<file path="config.mk">
export PLATFORM = sky130hd
export DESIGN_NAME = seq_divider
export DESIGN_NICKNAME = d
export VERILOG_FILES = /design/src/rtl/sd_pkg.sv /design/src/rtl/sd_size_detect.sv /design/src/rtl/sd_step.sv /design/src/rtl/sd_sign_fix.sv /design/src/rtl/seq_divider.sv
export SDC_FILE = /design/constraint.sdc
export NUM_CORES = 1
export LEC_CHECK = 0
export ABC_CLOCK_PERIOD_IN_PS = 9700
export BUFFER_PORTS_ARGS = -buffer_cell sky130_fd_sc_hd__buf_2
export CORE_AREA = 2 2 206 208
export DETAILED_ROUTE_END_ITERATION = 12
export DIE_AREA = 0 0 208 210
export GPL_ROUTABILITY_DRIVEN = 0
export HOLD_SLACK_MARGIN = 0.15
export PLACE_DENSITY = 0.59
export SYNTH_ARGS = -nofsm -noshare
export SYNTH_HDL_FRONTEND = slang
export SYNTH_SLANG_ARGS = --single-unit
</file>
<file path="constraint.sdc">
create_clock -name clk -period 9.7 [get_ports clk]
set_input_delay 0 -clock clk [delete_from_list [all_inputs] [get_ports clk]]
set_output_delay 0 -clock clk [all_outputs]
set_load 0.005 [all_outputs]
</file>
<file path="src/rtl/sd_pkg.sv">
package sd_pkg;

  // Fixed overhead cycles added to the per-chunk cost in the busy budget.
  localparam int SD_FIX_CYC = 4;

  // Cycles between acceptance and the next possible acceptance.
  function automatic int sd_budget(input int chunk, input int nchunks);
    return (chunk - 1) * nchunks + SD_FIX_CYC;
  endfunction

  typedef struct packed {
    logic q_neg;
    logic r_neg;
  } sd_sign_t;

endpackage

</file>
<file path="src/rtl/sd_size_detect.sv">
module sd_size_detect #(
  parameter int WIDTH = 32,
  parameter int CHUNK = 8,
  localparam int NCHUNK = WIDTH / CHUNK,
  localparam int KW = $clog2(NCHUNK + 1)
) (
  input  logic [WIDTH-1:0] value,
  output logic [KW-1:0]    nchunks
);

  logic [NCHUNK-1:0] nz;

  for (genvar g = 0; g < NCHUNK; g++) begin : g_chunk
    assign nz[g] = |value[g*CHUNK +: CHUNK];
  end

  // Highest non-empty chunk wins; an all-zero value still costs one chunk.
  always_comb begin
    nchunks = KW'(1);
    for (int i = 0; i < NCHUNK; i++) begin
      if (nz[i]) nchunks = KW'(i + 1);
    end
  end

endmodule

</file>
<file path="src/rtl/sd_step.sv">
module sd_step #(
  parameter int WIDTH = 32
) (
  input  logic [WIDTH-1:0] rem_i,
  input  logic [WIDTH-1:0] quo_i,
  input  logic [WIDTH-1:0] dvs_i,
  output logic [WIDTH-1:0] rem_o,
  output logic [WIDTH-1:0] quo_o
);

  logic [WIDTH:0] shifted;
  logic [WIDTH:0] diff;
  logic           fits;

  // Restoring step: pull the next dividend bit into the partial remainder.
  assign shifted = {rem_i, quo_i[WIDTH-1]};
  assign diff    = shifted - {1'b0, dvs_i};
  assign fits    = ~diff[WIDTH];
  assign rem_o   = fits ? diff[WIDTH-1:0] : shifted[WIDTH-1:0];
  assign quo_o   = {quo_i[WIDTH-2:0], fits};

endmodule

</file>
<file path="src/rtl/sd_sign_fix.sv">
module sd_sign_fix
  import sd_pkg::*;
#(
  parameter int WIDTH = 32
) (
  input  sd_sign_t         sign,
  input  logic [WIDTH-1:0] quo_mag,
  input  logic [WIDTH-1:0] rem_mag,
  output logic [WIDTH-1:0] quo,
  output logic [WIDTH-1:0] rem
);

  assign quo = sign.q_neg ? (~quo_mag + 1'b1) : quo_mag;
  assign rem = sign.r_neg ? (~rem_mag + 1'b1) : rem_mag;

endmodule

</file>
<file path="src/rtl/seq_divider.sv">
module seq_divider
  import sd_pkg::*;
#(
  parameter int WIDTH = 32,
  parameter int CHUNK = 8
) (
  input  logic             clk,
  input  logic             rst,
  input  logic             start,
  input  logic             is_signed,
  input  logic [WIDTH-1:0] dividend,
  input  logic [WIDTH-1:0] divisor,
  output logic             busy,
  output logic             done,
  output logic [WIDTH-1:0] lo,
  output logic [WIDTH-1:0] hi
);

  localparam int NCHUNK = WIDTH / CHUNK;
  localparam int KW     = $clog2(NCHUNK + 1);
  localparam int BITW   = $clog2(WIDTH + 1);
  localparam int MAXBUD = sd_budget(CHUNK, NCHUNK);
  localparam int CNTW   = $clog2(MAXBUD + 1);

  // Working state
  logic [WIDTH-1:0] rem_q, quo_q, dvs_q;
  logic [BITW-1:0]  left_q;
  logic [CNTW-1:0]  cnt_q;
  sd_sign_t         sign_q;

  // Operand preparation
  logic             a_neg, b_neg;
  logic [WIDTH-1:0] mag_a, mag_b, aligned;
  logic [KW-1:0]    nchunks;
  int               shamt;
  logic             accept;

  assign accept = start & ~busy;
  assign a_neg  = is_signed & dividend[WIDTH-1];
  assign b_neg  = is_signed & divisor[WIDTH-1];
  assign mag_a  = a_neg ? (~dividend + 1'b1) : dividend;
  assign mag_b  = b_neg ? (~divisor + 1'b1) : divisor;

  sd_size_detect #(.WIDTH(WIDTH), .CHUNK(CHUNK)) size_i (
    .value   (mag_a),
    .nchunks (nchunks)
  );

  assign shamt   = WIDTH - int'(nchunks) * CHUNK;
  assign aligned = mag_a << shamt;

  // Step input mux: the accepting edge already performs the first step.
  logic [WIDTH-1:0] in_rem, in_quo, in_dvs;
  logic [BITW-1:0]  in_left;
  logic             step_en;
  logic [WIDTH-1:0] rem_s, quo_s, rem_n, quo_n;
  logic [BITW-1:0]  left_n;

  assign in_rem  = accept ? '0      : rem_q;
  assign in_quo  = accept ? aligned : quo_q;
  assign in_dvs  = accept ? mag_b   : dvs_q;
  assign in_left = accept ? BITW'(int'(nchunks) * CHUNK) : left_q;
  assign step_en = (in_left != '0);

  sd_step #(.WIDTH(WIDTH)) step_i (
    .rem_i (in_rem),
    .quo_i (in_quo),
    .dvs_i (in_dvs),
    .rem_o (rem_s),
    .quo_o (quo_s)
  );

  assign rem_n  = step_en ? rem_s : in_rem;
  assign quo_n  = step_en ? quo_s : in_quo;
  assign left_n = step_en ? (in_left - 1'b1) : in_left;

  // Final sign correction on the values the last edge would store.
  logic [WIDTH-1:0] quo_fix, rem_fix;

  sd_sign_fix #(.WIDTH(WIDTH)) fix_i (
    .sign    (sign_q),
    .quo_mag (quo_n),
    .rem_mag (rem_n),
    .quo     (quo_fix),
    .rem     (rem_fix)
  );

  logic finish;
  assign finish = busy & (cnt_q == '0);

  always_ff @(posedge clk) begin
    if (rst) begin
      busy   <= 1'b0;
      done   <= 1'b0;
      lo     <= '0;
      hi     <= '0;
      rem_q  <= '0;
      quo_q  <= '0;
      dvs_q  <= '0;
      left_q <= '0;
      cnt_q  <= '0;
      sign_q <= '0;
    end else begin
      done <= finish;
      if (accept) begin
        busy         <= 1'b1;
        cnt_q        <= CNTW'(sd_budget(CHUNK, int'(nchunks)) - 2);
        rem_q        <= rem_n;
        quo_q        <= quo_n;
        dvs_q        <= in_dvs;
        left_q       <= left_n;
        sign_q.q_neg <= a_neg ^ b_neg;
        sign_q.r_neg <= a_neg;
      end else if (busy) begin
        rem_q  <= rem_n;
        quo_q  <= quo_n;
        left_q <= left_n;
        if (finish) begin
          busy <= 1'b0;
          lo   <= quo_fix;
          hi   <= rem_fix;
        end else begin
          cnt_q <= cnt_q - 1'b1;
        end
      end
    end
  end

endmodule

</file>
# == Word level (Yosys, flattened, before mapping) ==
# Cells that the tools add are included.
# op_classes
add_sub_neg,10
multipliers,1
eq_ne,1
n_shift,1
mux,27
n_bitwise,12
reduce_logical,8
# op_table
op,count
2-to-1 mux 32 bit,14
adder 32 x 1 -> 32 bit (second input constant),4
inverter 32 bit,4
2-to-1 mux 6 bit,7
subtractor 33 x 32 -> 33 bit,1
left shift 32 x 32 -> 32 bit,1
OR reduction 8 bit,3
subtractor 6 x 1 -> 6 bit (second input constant),2
subtractor 6 x 6 -> 7 bit (first input constant),1
adder 6 x 3 -> 6 bit (second input constant),1
zero test 6 bit,1
multiplier 3 x 3 -> 6 bit (first input constant),1
nonzero test 6 bit,1
subtractor 6 x 2 -> 6 bit (second input constant),1
AND 1 bit,4
2-to-1 mux 2 bit,2
2-to-1 mux 1 bit,3
2-to-1 mux 3 bit,1
inverter 1 bit,3
AND reduction 3 bit,1
inequality test 2 bit (second input constant),1
AND reduction 2 bit,1
nonzero test 2 bit,1
XOR 1 bit,1
# word_totals
regBits,176
input_bits,68
word_cells,71

# == Longest topological paths before layout ==
# depth
ltp_word,16
ltp_mapped,43

# == Hierarchy ==
# A second synthesis with hierarchy kept.
# unflattened
hier_cells,2037
hier_area_um2,14602.8
# modules_own_cells
module,n_inst,cells_per_inst,area_per_inst_um2,seq_area_each_um2
seq_divider,1,1500,10480.1,3523.4
sd_step,1,337,2603.7,0.0
sd_sign_fix,1,189,1452.6,0.0
sd_size_detect,1,11,66.3,0.0

# == Least setup slack after synthesis ==
# No wires, ideal clock.
# synth_timing
path_type,input-to-reg
start,in dividend[23]
end,reg hi[30]
setup_ps,78
arrival_time_ps,8012
required_ps,9622
path_slack_ps,1610
stages,41
cell_sequence,buf_6 -> or4_4 -> or3_1 -> nor4_2 -> mux2i_1 -> o21a_1 -> nand3_4 -> inv_2 -> buf_6 -> buf_6 -> buf_4 -> ha_1 -> clkbuf_1 -> clkbuf_1 -> clkbuf_1 -> nor3_1 -> nor4_1 -> o21ai_1 -> [... 5 more ...] -> o41a_1 -> a21oi_2 -> o22ai_2 -> nor3_1 -> buf_2 -> buf_1 -> buf_1 -> a211oi_1 -> a21oi_1 -> ha_1 -> nand2_1 -> nor2_1 -> a31oi_1 -> nor3_1 -> nand2_1 -> nor4_1 -> mux2_2 -> nor3_1
# synth_via
elab_chain_cells,15
word_cells_on_any_way,18
classes_between,add/sub (4); shift (1); mux (8); bitwise (2); reduce/logical (3)
# synth_rtl
element,line,source
"start, declared",seq_divider.sv:11,"input logic [WIDTH-1:0] dividend,"
inverter 32 bit,seq_divider.sv:41,assign mag_a = a_neg ? (~dividend + 1'b1) : dividend;
adder 32 x 1 -> 32 bit,seq_divider.sv:41,
2-to-1 mux 32 bit *,seq_divider.sv:41,
OR reduction 8 bit,sd_size_detect.sv:14,assign nz[g] = |value[g*CHUNK +: CHUNK];
2-to-1 mux 2 bit,sd_size_detect.sv:21,if (nz[i]) nchunks = KW'(i + 1);
2-to-1 mux 3 bit,sd_size_detect.sv:21,
subtractor 6 x 6 -> 7 bit,seq_divider.sv:49,assign shamt = WIDTH - int'(nchunks) * CHUNK;
left shift 32 x 32 -> 32 bit,seq_divider.sv:50,assign aligned = mag_a << shamt;
2-to-1 mux 32 bit,seq_divider.sv:60,assign in_quo = accept ? aligned : quo_q;
subtractor 33 x 32 -> 33 bit,sd_step.sv:17,"assign diff = shifted - {1'b0, dvs_i};"
2-to-1 mux 32 bit,sd_step.sv:19,assign rem_o = fits ? diff[WIDTH-1:0] : shifted[WIDTH-1:0];
2-to-1 mux 32 bit *,seq_divider.sv:73,assign rem_n = step_en ? rem_s : in_rem;
inverter 32 bit,sd_sign_fix.sv:14,assign rem = sign.r_neg ? (~rem_mag + 1'b1) : rem_mag;
adder 32 x 1 -> 32 bit,sd_sign_fix.sv:14,
2-to-1 mux 32 bit *,sd_sign_fix.sv:14,
"end signal, assigned",seq_divider.sv:121,hi <= rem_fix;
"end, declared",seq_divider.sv:16,output logic [WIDTH-1:0] hi
# Mark *: on every way between the ends. The rest lies on a longest branch, timed or not.
# A chain may end at the register's enable or synchronous reset.

# == Worst setup path in the final report ==
# layout_timing
start,in dividend[0]
end,reg hi[30]
# layout_via
elab_chain_cells,16
word_cells_on_any_way,20
classes_between,add/sub (4); shift (1); mux (9); bitwise (2); reduce/logical (4)
# layout_rtl
element,line
inverter 32 bit,seq_divider.sv:41
adder 32 x 1 -> 32 bit,seq_divider.sv:41
2-to-1 mux 32 bit *,seq_divider.sv:41
OR reduction 8 bit,sd_size_detect.sv:14
2-to-1 mux 2 bit (2 in series),sd_size_detect.sv:21
2-to-1 mux 3 bit,sd_size_detect.sv:21
subtractor 6 x 6 -> 7 bit,seq_divider.sv:49
left shift 32 x 32 -> 32 bit,seq_divider.sv:50
2-to-1 mux 32 bit,seq_divider.sv:60
subtractor 33 x 32 -> 33 bit,sd_step.sv:17
2-to-1 mux 32 bit,sd_step.sv:19
2-to-1 mux 32 bit *,seq_divider.sv:73
inverter 32 bit,sd_sign_fix.sv:14
adder 32 x 1 -> 32 bit,sd_sign_fix.sv:14
2-to-1 mux 32 bit *,sd_sign_fix.sv:14
# Marks and branches as above.

==> results.md <==
- Crit Reg-Reg Endpoint: hi[30]
- Hold Startpoint: divisor[0]
- RR Startpoint: busy
- Status: complete, no violations
- Top delay family on crit path: simple AND/OR/NAND/NOR gates
- RSZ-0062 raised after global routing: no
- CTS tree: built
- Global-route wire length before repair: 80100 µm
- Worst-margin pin slew: about 0.99 ns
- Most frequent CP cell: ha_1
- H-Tree Depth: 4
- Synth warnings: 0
- Slowest Stage Delay on Critical Path: 0.49 ns
- CTS Root Buffer Type: clkbuf_16
- Synth cell types: 105
- Clk_lat worst skew: ~0.47 ns
- R2r setup slk: 2.39 ns
- Dpl hpwl: 38000 µm
- PortBufs: between 100 and 150
- Hold WC Path Type: primary input to flop
- Nets: 2209
- Share of layout cells above drive strength 1: between 10% and 20%
- Total grt overflow: 0
- Synth Area in Simple Gates: 29.0%
- Syn_nets: between 2k and 2.5k
- Mux share of post-synthesis cell area: 1.81%
- CP required: approximately 10 ns
- Iteration-0 DRC Markers: roughly 1.4k
- Antenna viol nets, final: 0
- Area share of fa/ha/maj cells after synthesis: 3.72%
- Crit-path slowest cell: and2_1
- Top Ports: 134
- Synthesized flop and latch total: approximately 180
- Post-synth ARST share: 0%
- CP Class: primary input to flop
- CP bufs+invs: 4
- Post-synthesis sequential area ratio: roughly a quarter
- Cell Area, Synth: 0.0143 mm²
- CP Launch Type: primary input
- Static Leak: 6.33 nW
- Total wire length: 50800 µm
- Final hold violations: 0
- Clock Sinks: between 150 and 200
- Core area: approximately 0.041 mm²
- Synth Area in Compound Gates: between 20 and 30%
- Initial antenna violation count: 0
- Die W: between 200 and 250 µm
- Setup TNS: 0 ns
- Arrival time at the worst endpoint: 9.37 ns
- Final setup viols: 0
- Setup Skew: 0.0146 ns
- MaxCap Viol Count: 0
- Worst Path Max Fanout: 28
- Maximum clock frequency: 111 MHz
- R2R depth: 26
- Crit end category: flop
- Largest family of logic cells by synthesized area: simple AND/OR/NAND/NOR gates
- Fin Hold WS: 0.232 ns
- Xor-xnor portion of the synthesized cell area: 7.69%
- Synth Instances: a little over 2k
- Maximum VDD drop: around 160 µV
- Starting Density: 34.6%
- Worst Hold Path EP: dvs_q[0]
- Number of antenna diodes: 0
- Die H: 210 µm
- Fin. max-slew vios: 0
- Via count of the routed design: 15.5k
- Ys flop type: dfxtp_1
- Vias in the first global route: 14.8k
- Tcrit/Tclk final: 92.5%
- Syn avg cell area: between 7 and 8 µm²
- PwrDens: 282 mW/mm²
- Slew HR: between 30% and 40%
- TritonCTS Buffers: 17
- Area added between synthesis and finish: 13.8%
- Initial DRT Pass Iterations: 7
- Clock-pin slew on the worst setup and hold paths: approximately 0.08 ns
- Post-route cell area: 0.0163 mm²
- Clock period minus worst slack: 8.97 ns
- Standard-cell rows: between 70 and 80
- Largest net degree at the start of global routing: 90
- Placed Instance Area: 0.0154 mm²
- Number of synthesized flops with an enable pin: 0
- CTS max path bufs: 2
- Overall Global Routing Usage: ~23%
- # fillers: about 4.3k
- Hold path cells: 4
- Average routed wire per standard cell: 19.2 µm
- Post-route DRC: 0
- Vias per cell: 5.84
- DIE AREA: 0.0437 mm²
==> metal layers <==
layer	wire (µm)	vias up	global-route usage, %
li1	-	7505	-
met3	2600	157	3.46
met2	25900	551	41.4
met1	19600	7257	25.6
met4	2750	0	12.5
met5	0	-	0
==> Yosys cell counts, types with 7 or more instances <==
cell type	number	share of area (%)
xnor2_1	67	4.1
nand4_1	23	1.0
a22oi_1	8	0.42
inv_1	43	1.1
o21ai_1	9	0.31
a31oi_1	38	1.7
o31ai_1	25	1.3
nand3_1	43	1.5
clkbuf_1	105	2.7
o21a_1	14	0.73
ha_1	41	3.6
xor2_1	59	3.6
and2_1	30	1.3
and3_1	16	0.70
dfxtp_1	176	25
nor4_1	25	1.1
a41oi_1	9	0.55
buf_1	11	0.29
a31o_2	7	0.43
and4_1	9	0.55
o31a_1	9	0.55
a2bb2oi_1	7	0.43
buf_2	12	0.42
nand2_1	239	6.3
o211ai_1	18	0.94
a211oi_1	80	4.2
mux2i_1	21	1.5
o21ai_0	92	3.2
a21o_1	17	0.89
or2_2	8	0.35
nor2b_1	9	0.39
nor2_1	309	8.1
or3_1	23	1.0
nand2b_1	22	0.96
a21oi_1	192	6.7
nor3_1	44	1.5
==> registers in the layout (all words and copies together) (netlist names) <==
name / count
done: 1
rem_q: 32
busy: 1
sign_q: 2
left_q: 6
cnt_q: 6
hi: 32
dvs_q: 32
quo_q: 32
lo: 32
==> power by group <==
group          switching [mW]  internal, mW  total [mW]
Clock                   0.318         0.420       0.739
Combinational            1.90          1.01        2.91
Sequential             0.0925         0.867       0.960
==> through the flow <==
stage               cells  power, mW  worst slack (ns)  util (%)
floorplan            2021       3.04              1.61         -
global placement     2584       3.79             0.820      37.0
detailed placement   2584       3.82             0.414      37.0
CTS                  2650       4.59             0.651      39.3
global route         2650       4.95           0.00161      39.4
finish               2650       4.61             0.726      39.4
==> how the worst max path moves through the flow <==
stage / startpoint / endpoint / depth (start not counted)
after detailed placement: dividend[0] / hi[30] / 35
after global routing: dividend[0] / hi[26] / 35
final: dividend[0] / hi[30] / 35
after CTS: is_signed / hi[30] / 34
after global placement: dividend[0] / hi[30] / 35
after floorplan: dividend[23] / hi[30] / 41
==> cell type report <==
class	count	area (µm²)	area share, %
clock buffers	20	457	2.80
well taps	539	674	4.13
repair buffers	194	1220	7.46
inverters	45	169	1.03
clock inverters	11	151	0.927
multi-input cells	1665	10100	62.1
flip-flops and latches	176	3520	21.6
==> placed cells by master, fill, tap and decap left out, drive strengths merged, types with 9 or more instances in the layout <==
master,instances
clkbuf,20
nand2b,22
and4,9
o31a,9
nand3,44
and3,17
a21o,17
or3,25
a21oi,193
a41oi,9
dlygate4sd3,35
nand2,239
a31oi,38
o21a,15
and2,31
xor2,59
o211ai,18
ha,41
nor3,49
nor4,32
or2,10
a211oi,81
inv,48
nand4,26
nor2b,9
o21ai,102
nor2,309
xnor2,67
o31ai,26
dfxtp,176
buf,159
mux2i,21
==> worst register-to-register path: stages (launching register included) <==
cell	delay, ns
dfxtp_1	0.47
nor2b_2	0.22
and2_1	0.49
nand4_1	0.37
o22a_1	0.31
o21ai_1	0.42
inv_1	0.15
ha_1	0.24
fa_1	0.41
nand2b_1	0.18
a21oi_1	0.18
o41a_1	0.28
a21oi_2	0.15
o21ai_1	0.46
nand3_1	0.37
a21oi_1	0.24
o21ai_0	0.14
inv_1	0.10
ha_1	0.19
nand2_1	0.06
nor2_1	0.10
a31oi_1	0.07
nor3_1	0.46
nand2_1	0.31
nor4_1	0.36
mux2_2	0.37
nor3_1	0.15
==> what timing repair did <==
action,in CTS,in global routing
setup buffers,0,0
endpoints found under the setup margin,0,8
hold buffers,35,0
gates resized for setup,0,2
hold endpoints to repair,123,0
==> logic make-up after synthesis <==
family,after synthesis
xor gates and xnor gates,126
AOI/OAI and AO/OA,612
adders and majority gates,42
buffers and inverters,180
and+or+nand+nor,860
DFF,176
muxes,25
Note: power is estimated with default switching activity, not from simulation.
